**src/rtl/sar_pkg.sv**
```systemverilog
package sar_pkg;

    localparam int HDR_BYTES = 2;
    localparam int CRC_BYTES = 2;
    localparam int MIN_FRAME = HDR_BYTES + CRC_BYTES;

    // Preamble tail, sync pair and the zero header byte, as sent on the line.
    localparam logic [47:0] SYNC_TRAIN   = 48'hAAAA_AAD3_9100;
    localparam logic [23:0] ALIGNED_HEAD = 24'hAAD391;

    typedef enum logic [1:0] {
        ST_SEARCH = 2'd0,
        ST_RECV   = 2'd1,
        ST_HOLD   = 2'd2
    } rx_state_e;

    typedef struct packed {
        logic       found;
        logic [2:0] delay;   // bit slip, 0 = aligned
    } sync_hit_t;

    // Window seen when the stream arrives delayed by d bits.
    function automatic logic [31:0] shifted_pattern(input int unsigned d);
        logic [47:0] t;
        t = SYNC_TRAIN >> d;
        return t[31:0];
    endfunction

    // One byte of the reflected 0x8408 CRC, low bit first.
    function automatic logic [15:0] crc_step(input logic [15:0] c, input logic [7:0] b);
        logic [15:0] r;
        r = c ^ {8'h00, b};
        for (int i = 0; i < 8; i++) begin
            if (r[0]) r = (r >> 1) ^ 16'h8408;
            else      r = r >> 1;
        end
        return r;
    endfunction

endpackage

```
**src/rtl/sar_sync_finder.sv**
```systemverilog
module sar_sync_finder
    import sar_pkg::*;
(
    input  logic       clk,
    input  logic       rst,
    input  logic       clear,
    input  logic       shift,
    input  logic [7:0] din,
    output sync_hit_t  hit
);

    logic [23:0] hist;     // three older raw bytes, oldest in the top
    logic [31:0] cand;
    logic [7:0]  mhit;     // bit 0 = aligned, bit d = slip d

    assign cand    = {hist, din};
    assign mhit[0] = (hist == ALIGNED_HEAD);

    genvar g;
    generate
        for (g = 1; g < 8; g++) begin : g_pat
            localparam logic [31:0] PAT = shifted_pattern(g);
            assign mhit[g] = (cand == PAT);
        end
    endgenerate

    // Lowest slip wins; aligned has top priority.
    always_comb begin
        hit = '0;
        for (int k = 7; k >= 0; k--) begin
            if (mhit[k]) begin
                hit.found = 1'b1;
                hit.delay = 3'(k);
            end
        end
    end

    always_ff @(posedge clk) begin
        if (rst || clear) hist <= '0;
        else if (shift)   hist <= {hist[15:0], din};
    end

endmodule

```
**src/rtl/sar_realign.sv**
```systemverilog
module sar_realign (
    input  logic       clk,
    input  logic       rst,
    input  logic       load,
    input  logic [2:0] delay,
    input  logic [7:0] din,
    output logic [7:0] dout
);

    logic [6:0]  prev_low;   // the previous byte's top bit is never needed
    logic [14:0] pair;
    logic [7:0]  cands [8];

    assign pair = {prev_low, din};

    genvar g;
    generate
        for (g = 0; g < 8; g++) begin : g_cand
            if (g == 0) begin : g_zero
                assign cands[g] = pair[7:0];
            end else begin : g_slip
                assign cands[g] = pair[15-g -: 8];
            end
        end
    endgenerate

    assign dout = cands[delay];

    always_ff @(posedge clk) begin
        if (rst)       prev_low <= '0;
        else if (load) prev_low <= din[6:0];
    end

endmodule

```
**src/rtl/sar_crc16.sv**
```systemverilog
module sar_crc16
    import sar_pkg::*;
(
    input  logic        clk,
    input  logic        rst,
    input  logic        seed,
    input  logic [15:0] seed_count,
    input  logic        feed,
    input  logic [7:0]  din,
    output logic [15:0] crc
);

    always_ff @(posedge clk) begin
        if (rst)       crc <= 16'hFFFF;
        else if (seed) crc <= crc_step(crc_step(16'hFFFF, seed_count[7:0]), seed_count[15:8]);
        else if (feed) crc <= crc_step(crc, din);
    end

endmodule

```
**src/rtl/sync_align_rx.sv**
```systemverilog
module sync_align_rx
    import sar_pkg::*;
#(
    parameter int BUF_DEPTH = 64
) (
    input  logic                         clk,
    input  logic                         rst,
    input  logic                         in_valid,
    input  logic [7:0]                   in_byte,
    input  logic                         ack,
    output logic                         wr_en,
    output logic [$clog2(BUF_DEPTH)-1:0] wr_idx,
    output logic [7:0]                   wr_data,
    output logic                         rssi_strobe,
    output logic                         pkt_ready,
    output logic                         crc_err
);

    localparam int IDX_W = $clog2(BUF_DEPTH);
    localparam int CNT_W = $clog2(BUF_DEPTH + 1);

    rx_state_e        state;
    logic [CNT_W-1:0] count;
    logic [7:0]       frame_len;
    logic [2:0]       delay;
    logic [7:0]       crc_hi;

    sync_hit_t   hit;
    logic [7:0]  rbyte;
    logic [15:0] crc;

    logic recv_byte, is_len_byte, len_bad, is_last, is_crc_hi, crc_ok;
    logic finder_clear, crc_seed, crc_feed;

    assign recv_byte   = in_valid && (state == ST_RECV);
    assign is_len_byte = (int'(count) == HDR_BYTES - 1);
    assign len_bad     = (int'(rbyte) < MIN_FRAME) || (int'(rbyte) > BUF_DEPTH);
    assign is_last     = (int'(count) >= HDR_BYTES) && (int'(count) + 1 == int'(frame_len));
    assign is_crc_hi   = (int'(count) >= HDR_BYTES) && (int'(count) + 2 == int'(frame_len));
    assign crc_ok      = (crc == {crc_hi, rbyte});

    assign crc_seed     = recv_byte && is_len_byte && !len_bad;
    assign crc_feed     = recv_byte && !is_len_byte && (int'(count) >= HDR_BYTES) && !is_last && !is_crc_hi;
    assign finder_clear = (recv_byte && is_len_byte && len_bad)
                        || (recv_byte && !is_len_byte && is_last && !crc_ok)
                        || (state == ST_HOLD && ack);

    sar_sync_finder u_find (
        .clk   (clk),
        .rst   (rst),
        .clear (finder_clear),
        .shift (in_valid && state == ST_SEARCH),
        .din   (in_byte),
        .hit   (hit)
    );

    sar_realign u_align (
        .clk   (clk),
        .rst   (rst),
        .load  (in_valid && state != ST_HOLD),
        .delay (delay),
        .din   (in_byte),
        .dout  (rbyte)
    );

    sar_crc16 u_crc (
        .clk        (clk),
        .rst        (rst),
        .seed       (crc_seed),
        .seed_count (16'(rbyte) - 16'(CRC_BYTES)),
        .feed       (crc_feed),
        .din        (rbyte),
        .crc        (crc)
    );

    always_ff @(posedge clk) begin
        if (rst) begin
            state       <= ST_SEARCH;
            count       <= '0;
            frame_len   <= '0;
            delay       <= '0;
            crc_hi      <= '0;
            wr_en       <= 1'b0;
            wr_idx      <= '0;
            wr_data     <= '0;
            rssi_strobe <= 1'b0;
            pkt_ready   <= 1'b0;
            crc_err     <= 1'b0;
        end else begin
            wr_en       <= 1'b0;
            rssi_strobe <= 1'b0;
            crc_err     <= 1'b0;
            case (state)
                ST_SEARCH: begin
                    if (in_valid && hit.found) begin
                        rssi_strobe <= 1'b1;
                        state       <= ST_RECV;
                        delay       <= hit.delay;
                        if (hit.delay == 3'd0) begin
                            wr_en   <= 1'b1;
                            wr_idx  <= '0;
                            wr_data <= in_byte;
                            count   <= CNT_W'(1);
                        end else begin
                            count   <= '0;
                        end
                    end
                end
                ST_RECV: begin
                    if (in_valid) begin
                        wr_en   <= 1'b1;
                        wr_idx  <= count[IDX_W-1:0];
                        wr_data <= rbyte;
                        count   <= count + 1'b1;
                        if (is_len_byte) begin
                            frame_len <= rbyte;
                            if (len_bad) state <= ST_SEARCH;
                        end else if (is_last) begin
                            if (crc_ok) begin
                                state     <= ST_HOLD;
                                pkt_ready <= 1'b1;
                            end else begin
                                crc_err <= 1'b1;
                                state   <= ST_SEARCH;
                            end
                        end else if (is_crc_hi) begin
                            crc_hi <= rbyte;
                        end
                    end
                end
                ST_HOLD: begin
                    if (ack) begin
                        pkt_ready <= 1'b0;
                        state     <= ST_SEARCH;
                    end
                end
                default: state <= ST_SEARCH;
            endcase
        end
    end

endmodule

```
**config.mk**
```make
export PLATFORM = sky130hd
export DESIGN_NAME = sync_align_rx
export DESIGN_NICKNAME = d
export VERILOG_FILES = /design/src/rtl/sar_pkg.sv /design/src/rtl/sar_sync_finder.sv /design/src/rtl/sar_realign.sv /design/src/rtl/sar_crc16.sv /design/src/rtl/sync_align_rx.sv
export SDC_FILE = /design/constraint.sdc
export NUM_CORES = 1
export LEC_CHECK = 0
export ABC_CLOCK_PERIOD_IN_PS = 5900
export BUFFER_PORTS_ARGS = -buffer_cell sky130_fd_sc_hd__buf_2
export CAP_MARGIN = 40
export CORE_MARGIN = 8
export CORE_UTILIZATION = 50
export CTS_BUF_LIST = sky130_fd_sc_hd__clkbuf_8
export CTS_CLUSTER_DIAMETER = 40
export DETAILED_ROUTE_END_ITERATION = 16
export PLACE_DENSITY = 0.72
export SLEW_MARGIN = 20
export SYNTH_ARGS = -nofsm -noshare
export SYNTH_HDL_FRONTEND = slang
export SYNTH_SLANG_ARGS = --single-unit
```
**constraint.sdc**
```tcl
create_clock -name clk -period 5.9 [get_ports clk]
set_clock_uncertainty 0.15 [all_clocks]
set_input_delay 0 -clock clk [delete_from_list [all_inputs] [get_ports clk]]
set_output_delay 0 -clock clk [all_outputs]
set_load 0.03 [all_outputs]
```
Yosys cells after proc, flatten, opt, wreduce, memory -nomap -nowiden
Index checks and enable logic that the tools add are counted.

Register bits after elaboration: 93. Output and inout port bits: 18. Logic and storage cells: 238.

Add/sub/neg operators: 4. Order comparisons: 4. Equality and inequality tests: 24. Multiplexer cells: 120. Bitwise logic cells: 33. Reduce and logical (&&, ||, !) cells: 39.

Operator list (count): $mux W16 (77); $eq A32 B31 Y1 const B (4); $eq A32 B32 Y1 const B (3); $not A2 Y3 (24); $mux W8 (5); $mux W4 (8); $xor A16 B8 Y16 (2); $bmux W8 S3 (1); $eq A24 B24 Y1 const B (1); $mux W6 (3); $eq A16 B16 Y1 (1); $eq A8 B8 Y1 (2); $logic_and A1 B1 Y1 (16); $not A8 Y16 (1); $pmux W8 S2 (1); $mux W2 (7); $mux W7 (2); $pmux W7 S2 (1); $ne A2 B2 Y1 const B (6); $pmux W6 S2 (1); $mux W1 (11); $reduce_and A5 Y1 (2); $sub A8 B2 Y9 const B (1); $add A7 B1 Y8 const B (1); 26 further kinds (43).

Depth between registers and ports, before layout
Gate-level depths: netlist of the first run.

Word-level depth: 70. Mapped depth: 14.

By module
Synthesis of the first run repeated with hierarchy kept, for this count alone.

Cell total of the unflattened synthesis: 686. Area total of the unflattened synthesis: 6411.1 um^2.

By module, submodules not included: sync_align_rx (instances 1, cells each 354, area an instance 2897.8 um^2); sar_crc16 (instances 1, cells each 136, area an instance 1480.2 um^2); sar_sync_finder (instances 1, cells each 144, area an instance 1278.7 um^2); sar_realign (instances 1, cells each 52, area an instance 754.5 um^2).

Worst setup path before layout of the first run
OpenSTA, ideal clock, no wires.

Path type: reg-to-reg. Start: register delay[1]. End: register u_crc.crc[4]. Data arrival time: 3027 ps. Path slack: 2603 ps. Stages on the path, launching flop included: 13. Buffers on the path: 3. Clock period less this slack: 3297 ps. Path through: dfxtp_1 > buf_6 > buf_6 > mux4_2 > and2_1 > nor2_2 > ha_1 > clkbuf_1 > nand3_1 > xor2_2 > a311oi_4 > xnor2_1 > a211o_1.

Longest elaborated chain between the ends: 56.

RTL lines: start: declaration (RTL line sync_align_rx.sv:25) `logic [2:0] delay;`; start signal: assignment (RTL line sync_align_rx.sv:98) `delay <= hit.delay;`; $not A3 Y4 (not written as such) * (RTL line sar_realign.sv:27) `assign dout = cands[delay];`; $bmux W8 S3 * (RTL line sar_realign.sv:27); $mux W8 (not written as such) * (2 in a row) (RTL line sar_realign.sv:27); $sub A8 B2 Y9 (RTL line sync_align_rx.sv:70) `.seed_count (16'(rbyte) - 16'(CRC_BYTES)),`; $not A8 Y16 (no line); $not A2 Y3 (no line); $mux W16 (RTL line sar_pkg.sv:34) `if (r[0]) r = (r >> 1) ^ 16'h8408;`; $mux W16 (RTL line sar_crc16.sv:15) `else if (seed) crc <= crc_step(crc_step(16'hFFFF, seed_count[7:0]), seed_count[15:8]);`; (+39 left out); $mux W16 (RTL line sar_pkg.sv:34); $mux W16 (RTL line sar_crc16.sv:15); $mux W16 (RTL line sar_crc16.sv:14) `if (rst) crc <= 16'hFFFF;`; $mux W16 (RTL line sar_pkg.sv:34); $mux W16 (RTL line sar_crc16.sv:15); $mux W16 (RTL line sar_crc16.sv:14); $mux W16 (RTL line sar_pkg.sv:34); $mux W16 (RTL line sar_crc16.sv:15); end signal: assignment (RTL line sar_crc16.sv:15); end signal: assignment (RTL line sar_crc16.sv:16) `else if (feed) crc <= crc_step(crc, din);`; end: declaration (RTL line sar_crc16.sv:10) `output logic [15:0] crc`.

Mark *: on every way between the ends. The rest lies on a longest branch, timed or not. The select of a mux whose other input is x is not followed. A chain may end at the register's enable or synchronous reset.

Worst setup path in the final report of the first run
Start: register delay[2]. End: register u_crc.crc[10].

Longest elaborated chain between the ends: 56.

RTL lines (RTL line): $not A3 Y4 (not written as such) * (sar_realign.sv:27); $bmux W8 S3 * (sar_realign.sv:27); $mux W8 (not written as such) * (2 in a row) (sar_realign.sv:27); $sub A8 B2 Y9 (sync_align_rx.sv:70); $not A8 Y16 (no line); $mux W16 or $not A2 Y3 (tied branches); $mux W16, on equally long branches (sar_crc16.sv:15, sar_pkg.sv:34); $mux W16, on equally long branches (sar_crc16.sv:14, sar_crc16.sv:15); (+39 left out); $mux W16, on equally long branches (sar_crc16.sv:15, sar_pkg.sv:34); $mux W16, on equally long branches (sar_crc16.sv:14, sar_crc16.sv:15); $mux W16, on equally long branches (sar_pkg.sv:34, sar_crc16.sv:14); $mux W16, on equally long branches (sar_crc16.sv:15, sar_pkg.sv:34); $mux W16, on equally long branches (sar_crc16.sv:14, sar_crc16.sv:15); $not A2 Y3 (no line) or $mux W16 (tied branches); $mux W16 (sar_pkg.sv:34); $mux W16 (sar_crc16.sv:15).

Marks and branches as above.

==> results of run 1 <==
[final timing paths]
| kind | from | endpoint | slack [ns] | cells past startpoint |
|---|---|---|---|---|
| hold / removal | rst | u_align.prev_low[1]$_SDFFE_PP0P_ | 0.07 | 3 |
| setup reg to reg | delay[2]$_SDFFE_PP0P_ | u_crc.crc[10]$_SDFFE_PP1P_ | 2.12 | 11 |
| setup / recovery | delay[2]$_SDFFE_PP0P_ | u_crc.crc[10]$_SDFFE_PP1P_ | 2.12 | 11 |
| hold reg to reg | wr_idx[4]$_SDFFE_PP0P_ | wr_idx[4]$_SDFFE_PP0P_ | 0.30 | 2 |
[cell families (layout without fill, tap and decap cells)]
| kind of cell | count (synthesis) | after routing | synth area share |
|---|---|---|---|
| compound gates | 163 | 163 | 0.186 |
| xor+xnor | 67 | 67 | 0.103 |
| fa+ha+maj | 6 | 6 | 0.0117 |
| buf+inv | 71 | 81 | 0.0526 |
| flops | 93 | 93 | 0.290 |
| mux | 36 | 36 | 0.0894 |
| simple gates | 339 | 339 | 0.267 |
[metrics by stage]
step           power, mW  hold WS (ns)   util
2_1_floorplan      0.791       -0.0140      -
3_3_place_gp       0.828         0.163  0.520
3_5_place_dp       0.833         0.169  0.523
4_1_cts             1.25        0.0606  0.545
5_1_grt             1.30         0.111  0.549
6_report            1.25        0.0693  0.549
[sequential cells by signal (all words and copies together) (netlist names), 2 cells and up]
signal	count
delay	3
wr_idx	6
u_find.hist	24
wr_data	8
u_align.prev_low	7
count	7
crc_hi	8
frame_len	8
state	2
u_crc.crc	16
[critical path, stage by stage (launching register included)]
cell,delay [ns]
dfxtp_1,0.57
buf_8,0.22
mux4_2,0.51
and2_1,0.23
nor2_2,0.37
ha_1,0.41
xnor2_1,0.18
o21ai_0,0.16
xnor2_1,0.37
xor2_1,0.28
nand3_1,0.10
o221a_1,0.13
[cell usage after synthesis (16+ instances only)]
cell type,n
nand2_1,97
dfxtp_1,93
nor2_1,86
xnor2_1,45
a21oi_1,37
clkbuf_1,37
nand3_1,28
nor3_1,25
o21ai_0,22
a211oi_1,21
a21oi_2,20
inv_1,16
[layout make-up]
class                      instances  area share
clock buffer                       9      0.0179
tap                              172      0.0312
inverter                          17     0.00924
clock inverter                     5     0.00798
sequential                        93       0.270
multi-input combinational        611       0.612
timing repair buffer              50      0.0524
[where the power goes]
group | switching [mW] | total, mW | internal (mW)
Combinational | 0.107 | 0.177 | 0.0701
Clock | 0.233 | 0.423 | 0.190
Sequential | 0.0140 | 0.650 | 0.636
Total | 0.354 | 1.25 | 0.896
[per-layer routing]
layer	global-route usage	part of all wire	up-vias
met5	0	0	-
met4	0.0905	0.029	0
met3	0.0370	0.058	47
met2	0.341	0.47	212
met1	0.276	0.44	2792
li1	-	-	2777
==> results.json, run 1 <==
{
  "diodes": 0,
  "nFillCells": 1201,
  "grt_antenna_before_repair": 0,
  "worstPathMaxFanout": 11,
  "numPortBuffers": 29,
  "place_ws_ns": 1.93,
  "ant_nets": 0,
  "seq_area_mm2": 0.00186,
  "hold_violations": 0,
  "synth_area_leaders": "dfxtp_1 (29%), xnor2_1 (6.1%), nand2_1 (5.7%)",
  "synthFlopType": "dfxtp_1",
  "ios": 30,
  "synth_edf_count": 0,
  "ir_drop_v": 0.000165,
  "avgSynthCellArea_um2": 8.29,
  "crit_type": "reg2reg",
  "synth-async-reset-ratio": 0,
  "wl_per_cell_um": 18.1,
  "pwr_density_cell_mw_per_mm2": 181,
  "final_common_cell": "nand2_1",
  "first_pass_iters": 5,
  "num_rows": 41,
  "die_x_um": 129,
  "critPathArrivalTime_ns": 3.91,
  "dr.first_iter.drc_count": 584,
  "grt-ovfl-total": 0,
  "syn_inst": 775,
  "fin_cells": 957,
  "setup_tns_ns": 0,
  "hold_path_class": "in2reg",
  "viasPerCell": 6.09,
  "cp.required_ns": 6.03,
  "fmax_mhz": 265,
  "clockBufferDepth": 2,
  "vias": 5828,
  "relSlewSlack": 0.530,
  "p_leak_nw": 2.31,
  "grt_pass1_wl_um": 28300,
  "grt_usage": 0.213,
  "ys_seq_area_frac": 0.290,
  "clock-sinks": 93,
  "multi_input_area_mm2": 0.00422,
  "cts_htree_levels": 3,
  "syn_area_mm2": 0.00642,
  "synth_seq_cells": 93,
  "end_kind": "flop",
  "clk_latency_ns": 0.38,
  "coreArea_mm2": 0.0126,
  "fin_crit_sh": 0.641,
  "drc": 0,
  "synth_warnings": 0,
  "setup_violations": 0,
  "finalCriticalPeriod_ns": 3.78,
  "synth_top_area_share": 0.290,
  "clk_pin_slew_ns": 0.09,
  "post_cts_buffers": 0,
  "drive_above_1_share": 0.157,
  "clockRootBuffer": "clkbuf_8",
  "synth_top_area_cell": "dfxtp_1",
  "grt_pass1_vias": 5509,
  "tightest_slew_ns": 0.703,
  "dieArea_mm2": 0.0167,
  "status": "finished clean",
  "holdBufCountCts": 10,
  "gp_congestion": 0.934,
  "finalWirelength_um": 17300,
  "slew_viol_final": 0,
  "fin_ws_ns": 2.12,
  "place_hpwl_um": 12500,
  "grt_max_degree": 61,
  "tritoncts": "done",
  "syn-num-nets": 793,
  "placed_cells": 929,
  "area_delta_synth_final_pct": 7.50,
  "layout_common_cells": "nand2_1 (97), dfxtp_1 (93), nor2_1 (86)",
  "placed_area_mm2": 0.00657,
  "num-nets-final": 800,
  "cts_resized": 0,
  "rsz0062_at_grt": "no",
  "die_h_um": 129,
  "design_area_mm2": 0.00690,
  "critPathLaunchType": "flop",
  "cts_buffers": 9,
  "start_util": 0.511,
  "max_cap_violations": 0,
  "synth.distinct_cells": 87
}
Note: power is estimated with default switching activity, not from simulation.
==> run 2, diff against run 1 <==
- ABC_CLOCK_PERIOD_IN_PS: 5900 -> 3840
- clock period: 5.9 -> 3.84 ns (I/O delays scaled with it)
==> run 2 against run 1 <==
Compared with the run above: sequential power up 54%; utilization up 0.96 points; combinational power up 58%; global-route usage up 0.92 points; fmax up 7.2%; largest power group unchanged.
==> results.json, run 2 (synthesis results as in run 1) <==
{
  "start_util": 0.511,
  "end_kind": "flop",
  "ir_drop_v": 0.000201,
  "grt_pass1_wl_um": 29600,
  "finalCriticalPeriod_ns": 3.53,
  "regMostFlops": "u_find.hist",
  "cp_num_buf_inv": 1,
  "rsz0062_at_grt": "no",
  "gp_congestion": 0.943,
  "pwr_density_cell_mw_per_mm2": 293,
  "clockBufferDepth": 2,
  "critPathArrivalTime_ns": 3.66,
  "top_regs": "u_find.hist (24), u_crc.crc (16)",
  "grt-ovfl-total": 0,
  "grt_pass1_vias": 5643,
  "critPathLaunchType": "flop",
  "die_h_um": 129,
  "cts_htree_levels": 3,
  "cp.required_ns": 3.97,
  "numPortBuffers": 29,
  "viasPerCell": 6.02,
  "fin_crit_sh": 0.918,
  "cts_buffers": 9,
  "place_hpwl_um": 13300,
  "rr_worst_depth": 11,
  "num-nets-final": 813,
  "cpPeakStageDelay_ns": 0.75,
  "tightest_slew_ns": 0.648,
  "relSlewSlack": 0.568,
  "setup_tns_ns": 0,
  "dr.first_iter.drc_count": 609,
  "r2r_slack_ns": 0.31,
  "hold_path_class": "reg2reg",
  "first_pass_iters": 7,
  "area_delta_synth_final_pct": 9.37,
  "vias": 5856,
  "setup_violations": 0,
  "fin_ws_ns": 0.313,
  "clk_pin_slew_ns": 0.11,
  "slew_viol_final": 0,
  "worstHoldPathCells": 2,
  "final_common_cell": "nand2_1",
  "status": "finished clean",
  "nFillCells": 1146,
  "dieArea_mm2": 0.0167,
  "crit_start": "delay[1]$_SDFFE_PP0P_",
  "r2r_start": "delay[1]$_SDFFE_PP0P_",
  "die_x_um": 129,
  "holdCritStartpoint": "wr_idx[3]$_SDFFE_PP0P_",
  "largest_reg_flops": 24,
  "grt_usage": 0.222,
  "hold_end": "wr_idx[3]$_SDFFE_PP0P_",
  "crit_chain": "buf_4 -> mux2i_1 -> o32ai_2 -> nor2_2 -> ha_1 -> xnor2_1 -> o21ai_0 -> xnor2_1 -> xor2_1 -> nand3_1 -> o221a_1",
  "seq_area_mm2": 0.00186,
  "cpLargestDelayFamily": "XOR/XNOR gates",
  "grt_max_degree": 32,
  "cp_slowest_cell": "dfxtp_1",
  "clockRootBuffer": "clkbuf_8",
  "holdWs_ns": 0.309,
  "hold_violations": 0,
  "drive_above_1_share": 0.174,
  "max_cap_violations": 0,
  "diodes": 0,
  "tritoncts": "done",
  "p_leak_nw": 2.38,
  "finalWirelength_um": 18000,
  "layout_common_cells": "nand2_1 (97), dfxtp_1 (92), nor2_1 (86)",
  "clock-sinks": 93,
  "multi_input_area_mm2": 0.00422,
  "ios": 30,
  "wl_per_cell_um": 18.5,
  "grt_antenna_before_repair": 0,
  "fmax_mhz": 284,
  "num_rows": 41,
  "r2r-end": "u_crc.crc[10]$_SDFFE_PP1P_",
  "crit_type": "reg2reg",
  "clk_latency_ns": 0.39,
  "drc": 0,
  "ant_nets": 0,
  "worstPathMaxFanout": 16,
  "post_cts_buffers": 0,
  "place_ws_ns": 0.237,
  "critPathMostFrequentCell": "xnor2_1",
  "coreArea_mm2": 0.0126
}
==> run 2: layout make-up <==
class                   count  area share
clock buffers               9      0.0176
clock inverters             7      0.0148
inverters                  17     0.00909
multi-input cells         611       0.601
flip-flops and latches     93       0.265
well taps                 172      0.0306
repair buffers             63      0.0615
==> run 2: worst min-delay path, stage by stage, from the launching register on <==
cell and delay [ns]:
dfxtp_1 0.32, nand2_1 0.05, a21oi_1 0.05
==> run 2: routing by layer <==
layer | GRT usage | wire length (µm)
met3 | 0.0300 | 1080
met4 | 0.0809 | 357
met1 | 0.292 | 8090
met5 | 0 | 0
met2 | 0.364 | 8480
==> run 2: worst max-delay path by stage <==
| stage | end | slack, ns | depth (start not counted) |
|---|---|---|---|
| after CTS | u_crc.crc[10]$_SDFFE_PP1P_ | 0.21 | 12 |
| after detailed placement | u_crc.crc[10]$_SDFFE_PP1P_ | 0.24 | 12 |
| after floorplan | u_crc.crc[4]$_SDFFE_PP1P_ | 0.54 | 12 |
| after global placement | u_crc.crc[10]$_SDFFE_PP1P_ | 0.46 | 12 |
| final | u_crc.crc[10]$_SDFFE_PP1P_ | 0.31 | 11 |
| after global routing | u_crc.crc[5]$_SDFFE_PP1P_ | 0.05 | 11 |
==> run 2: per-stage QoR <==
| step | utilization | cell area [µm²] | total power, mW | cells |
|---|---|---|---|---|
| final | 0.559 | 7020 | 2.06 | 972 |
| after global routing | 0.559 | 7020 | 2.13 | 972 |
| after CTS | 0.559 | 7020 | 2.06 | 972 |
| after detailed placement | 0.532 | 6680 | 1.29 | 945 |
| after global placement | 0.530 | 6660 | 1.28 | 942 |
| after floorplan | - | 6420 | 1.22 | 775 |
==> run 2: power breakdown <==
part           switching, mW  total, mW  internal, mW
clock network          0.402      0.777         0.376
logic                  0.167      0.279         0.112
registers             0.0219      0.999         0.977
total                  0.590       2.06          1.46
==> run 2: repair_timing <==
action | 4_1_cts | 5_1_grt
gates resized for setup | 0 | 1
hold buffers | 11 | 0
setup endpoints to repair | 0 | 5
hold endpoints to repair | 25 | 0
==> run 3, diff against run 2 <==
- RECOVER_POWER: unset -> 100
- SLEW_MARGIN: 20 -> unset
==> run 3 against run 2 <==
Compared with the run above: clock power is 2.6% lower; via count is 0.89% higher; design area is 2.0% lower; non-clock buffer count stayed put; first-iteration DRC count is 15% lower; clock-buffer cell count stayed put; routed wire length is 0.75% lower; register-to-register slack worse by 0.08 ns; sequential power hardly changed; flip-flop and latch count stayed put; utilization is 1.1 points lower; setup slack worse by 0.081 ns; critical endpoint unchanged.
==> results.json, run 3 (synthesis results as in run 1) <==
{
  "p_leak_nw": 2.29,
  "wl_per_cell_um": 18.4,
  "fin_crit_sh": 0.939,
  "clock-sinks": 93,
  "regMostFlops": "u_find.hist",
  "placed_area_mm2": 0.00669,
  "clockRootBuffer": "clkbuf_8",
  "ant_nets": 0,
  "drive_above_1_share": 0.118,
  "cp_slowest_cell": "o41ai_1",
  "top_regs": "u_find.hist (24), u_crc.crc (16)",
  "drc": 0,
  "finalCriticalPeriod_ns": 3.61,
  "pwr_density_cell_mw_per_mm2": 295,
  "crit_chain": "ha_1 -> nand4_1 -> xnor2_1 -> or3_1 -> o41ai_1 -> a211oi_1 -> or2_1 -> a2bb2oi_1 -> o221a_1",
  "critPathArrivalTime_ns": 3.74,
  "grt-ovfl-total": 0,
  "dr.first_iter.drc_count": 520,
  "place_hpwl_um": 13300,
  "max_cap_violations": 0,
  "ios": 30,
  "viasPerCell": 6.08,
  "slew_viol_final": 0,
  "setup_violations": 0,
  "num_rows": 41,
  "fmax_mhz": 277,
  "die_h_um": 129,
  "multi_input_area_mm2": 0.00411,
  "final_common_cell": "nand2_1",
  "worstPathMaxFanout": 10,
  "grt_pass1_vias": 5668,
  "first_pass_iters": 5,
  "seq_area_mm2": 0.00186,
  "vias": 5908,
  "cpPeakStageDelay_ns": 0.63,
  "ir_drop_v": 0.000241,
  "cpLargestDelayFamily": "compound AO/OA/AOI/OAI gates",
  "tritoncts": "done",
  "setup_tns_ns": 0,
  "numPortBuffers": 29,
  "fin_ws_ns": 0.232,
  "end_kind": "flop",
  "grt_max_degree": 32,
  "num-nets-final": 813,
  "grt_usage": 0.222,
  "design_area_mm2": 0.00688,
  "coreArea_mm2": 0.0126,
  "post_cts_buffers": 0,
  "area_delta_synth_final_pct": 7.17,
  "hold_path_class": "reg2reg",
  "start_util": 0.511,
  "critPathLaunchType": "flop",
  "nFillCells": 1203,
  "grt_antenna_before_repair": 0,
  "clockBufferDepth": 2,
  "dieArea_mm2": 0.0167,
  "relSlewSlack": 0.373,
  "cp.required_ns": 3.97,
  "diodes": 0,
  "placed_cells": 945,
  "tightest_slew_ns": 0.938,
  "crit_type": "reg2reg",
  "cts_buffers": 9,
  "place_ws_ns": 0.288,
  "grt_pass1_wl_um": 29700,
  "cts_htree_levels": 3,
  "clk_latency_ns": 0.39,
  "finalWirelength_um": 17900,
  "hold_violations": 0,
  "cp_num_buf_inv": 0,
  "fin_cells": 972,
  "gp_congestion": 0.943,
  "status": "finished clean",
  "clk_pin_slew_ns": 0.10,
  "largest_reg_flops": 24,
  "layout_common_cells": "nand2_1 (97), dfxtp_1 (91), nor2_1 (86)",
  "die_x_um": 129,
  "rsz0062_at_grt": "no"
}
-- run 3: final cells by class --
type                       instances  area share
sequential                        93       0.271
tap                              172      0.0313
clock buffer                       9      0.0180
timing repair buffer              63      0.0585
multi-input combinational        611       0.598
clock inverter                     7      0.0142
inverter                          17     0.00927
-- run 3: repair_timing --
item	4_1_cts	5_1_grt
resized for setup	0	2
hold endpoints to repair	25	0
endpoints found under the setup margin	0	3
hold buffers	11	0
-- run 3: routing by layer --
layer  global-route usage  vias to the layer above  share of wire  routed length, µm
li1                     -                     2812              -                  -
met1                0.295                     2837           0.45               8070
met2                0.362                      223           0.47               8440
met3               0.0271                       36          0.055                983
met4               0.0836                        0          0.021                384
met5                    0                        -              0                  0
-- run 3: per-stage QoR --
| stage | total power [mW] | utilization | hold WS [ns] |
|---|---|---|---|
| global placement | 1.28 | 0.530 | 0.170 |
| global route | 2.10 | 0.548 | 0.337 |
| floorplan | 1.22 | - | -0.0140 |
| detailed placement | 1.29 | 0.532 | 0.173 |
| finish | 2.03 | 0.548 | 0.310 |
| CTS | 2.04 | 0.558 | 0.292 |
-- run 3: worst paths after layout --
path                                             start                         end  slack, ns  depth (start not counted)
worst max-delay path             count[1]$_SDFFE_PP0P_  u_crc.crc[10]$_SDFFE_PP1P_       0.23                          9
worst min register to register  wr_idx[4]$_SDFFE_PP0P_      wr_idx[4]$_SDFFE_PP0P_       0.31                          2
worst max register to register   count[1]$_SDFFE_PP0P_  u_crc.crc[10]$_SDFFE_PP1P_       0.23                          9
worst min-delay path            wr_idx[4]$_SDFFE_PP0P_      wr_idx[4]$_SDFFE_PP0P_       0.31                          2
-- run 3: where the power goes --
| group | switching, mW | internal (mW) | leakage (nW) | total (mW) |
|---|---|---|---|---|
| Clock | 0.386 | 0.371 | 0.112 | 0.757 |
| Sequential | 0.0217 | 0.977 | 0.754 | 0.999 |
| Combinational | 0.163 | 0.110 | 1.43 | 0.272 |
| Total | 0.570 | 1.46 | 2.29 | 2.03 |
-- run 3: worst register-to-register path, stage by stage, from the launching register on --
cell and delay, ns:
dfxtp_1 0.58, ha_1 0.41, nand4_1 0.21, xnor2_1 0.21, or3_1 0.35, o41ai_1 0.63, a211oi_1 0.18, or2_1 0.36
a2bb2oi_1 0.18, o221a_1 0.25
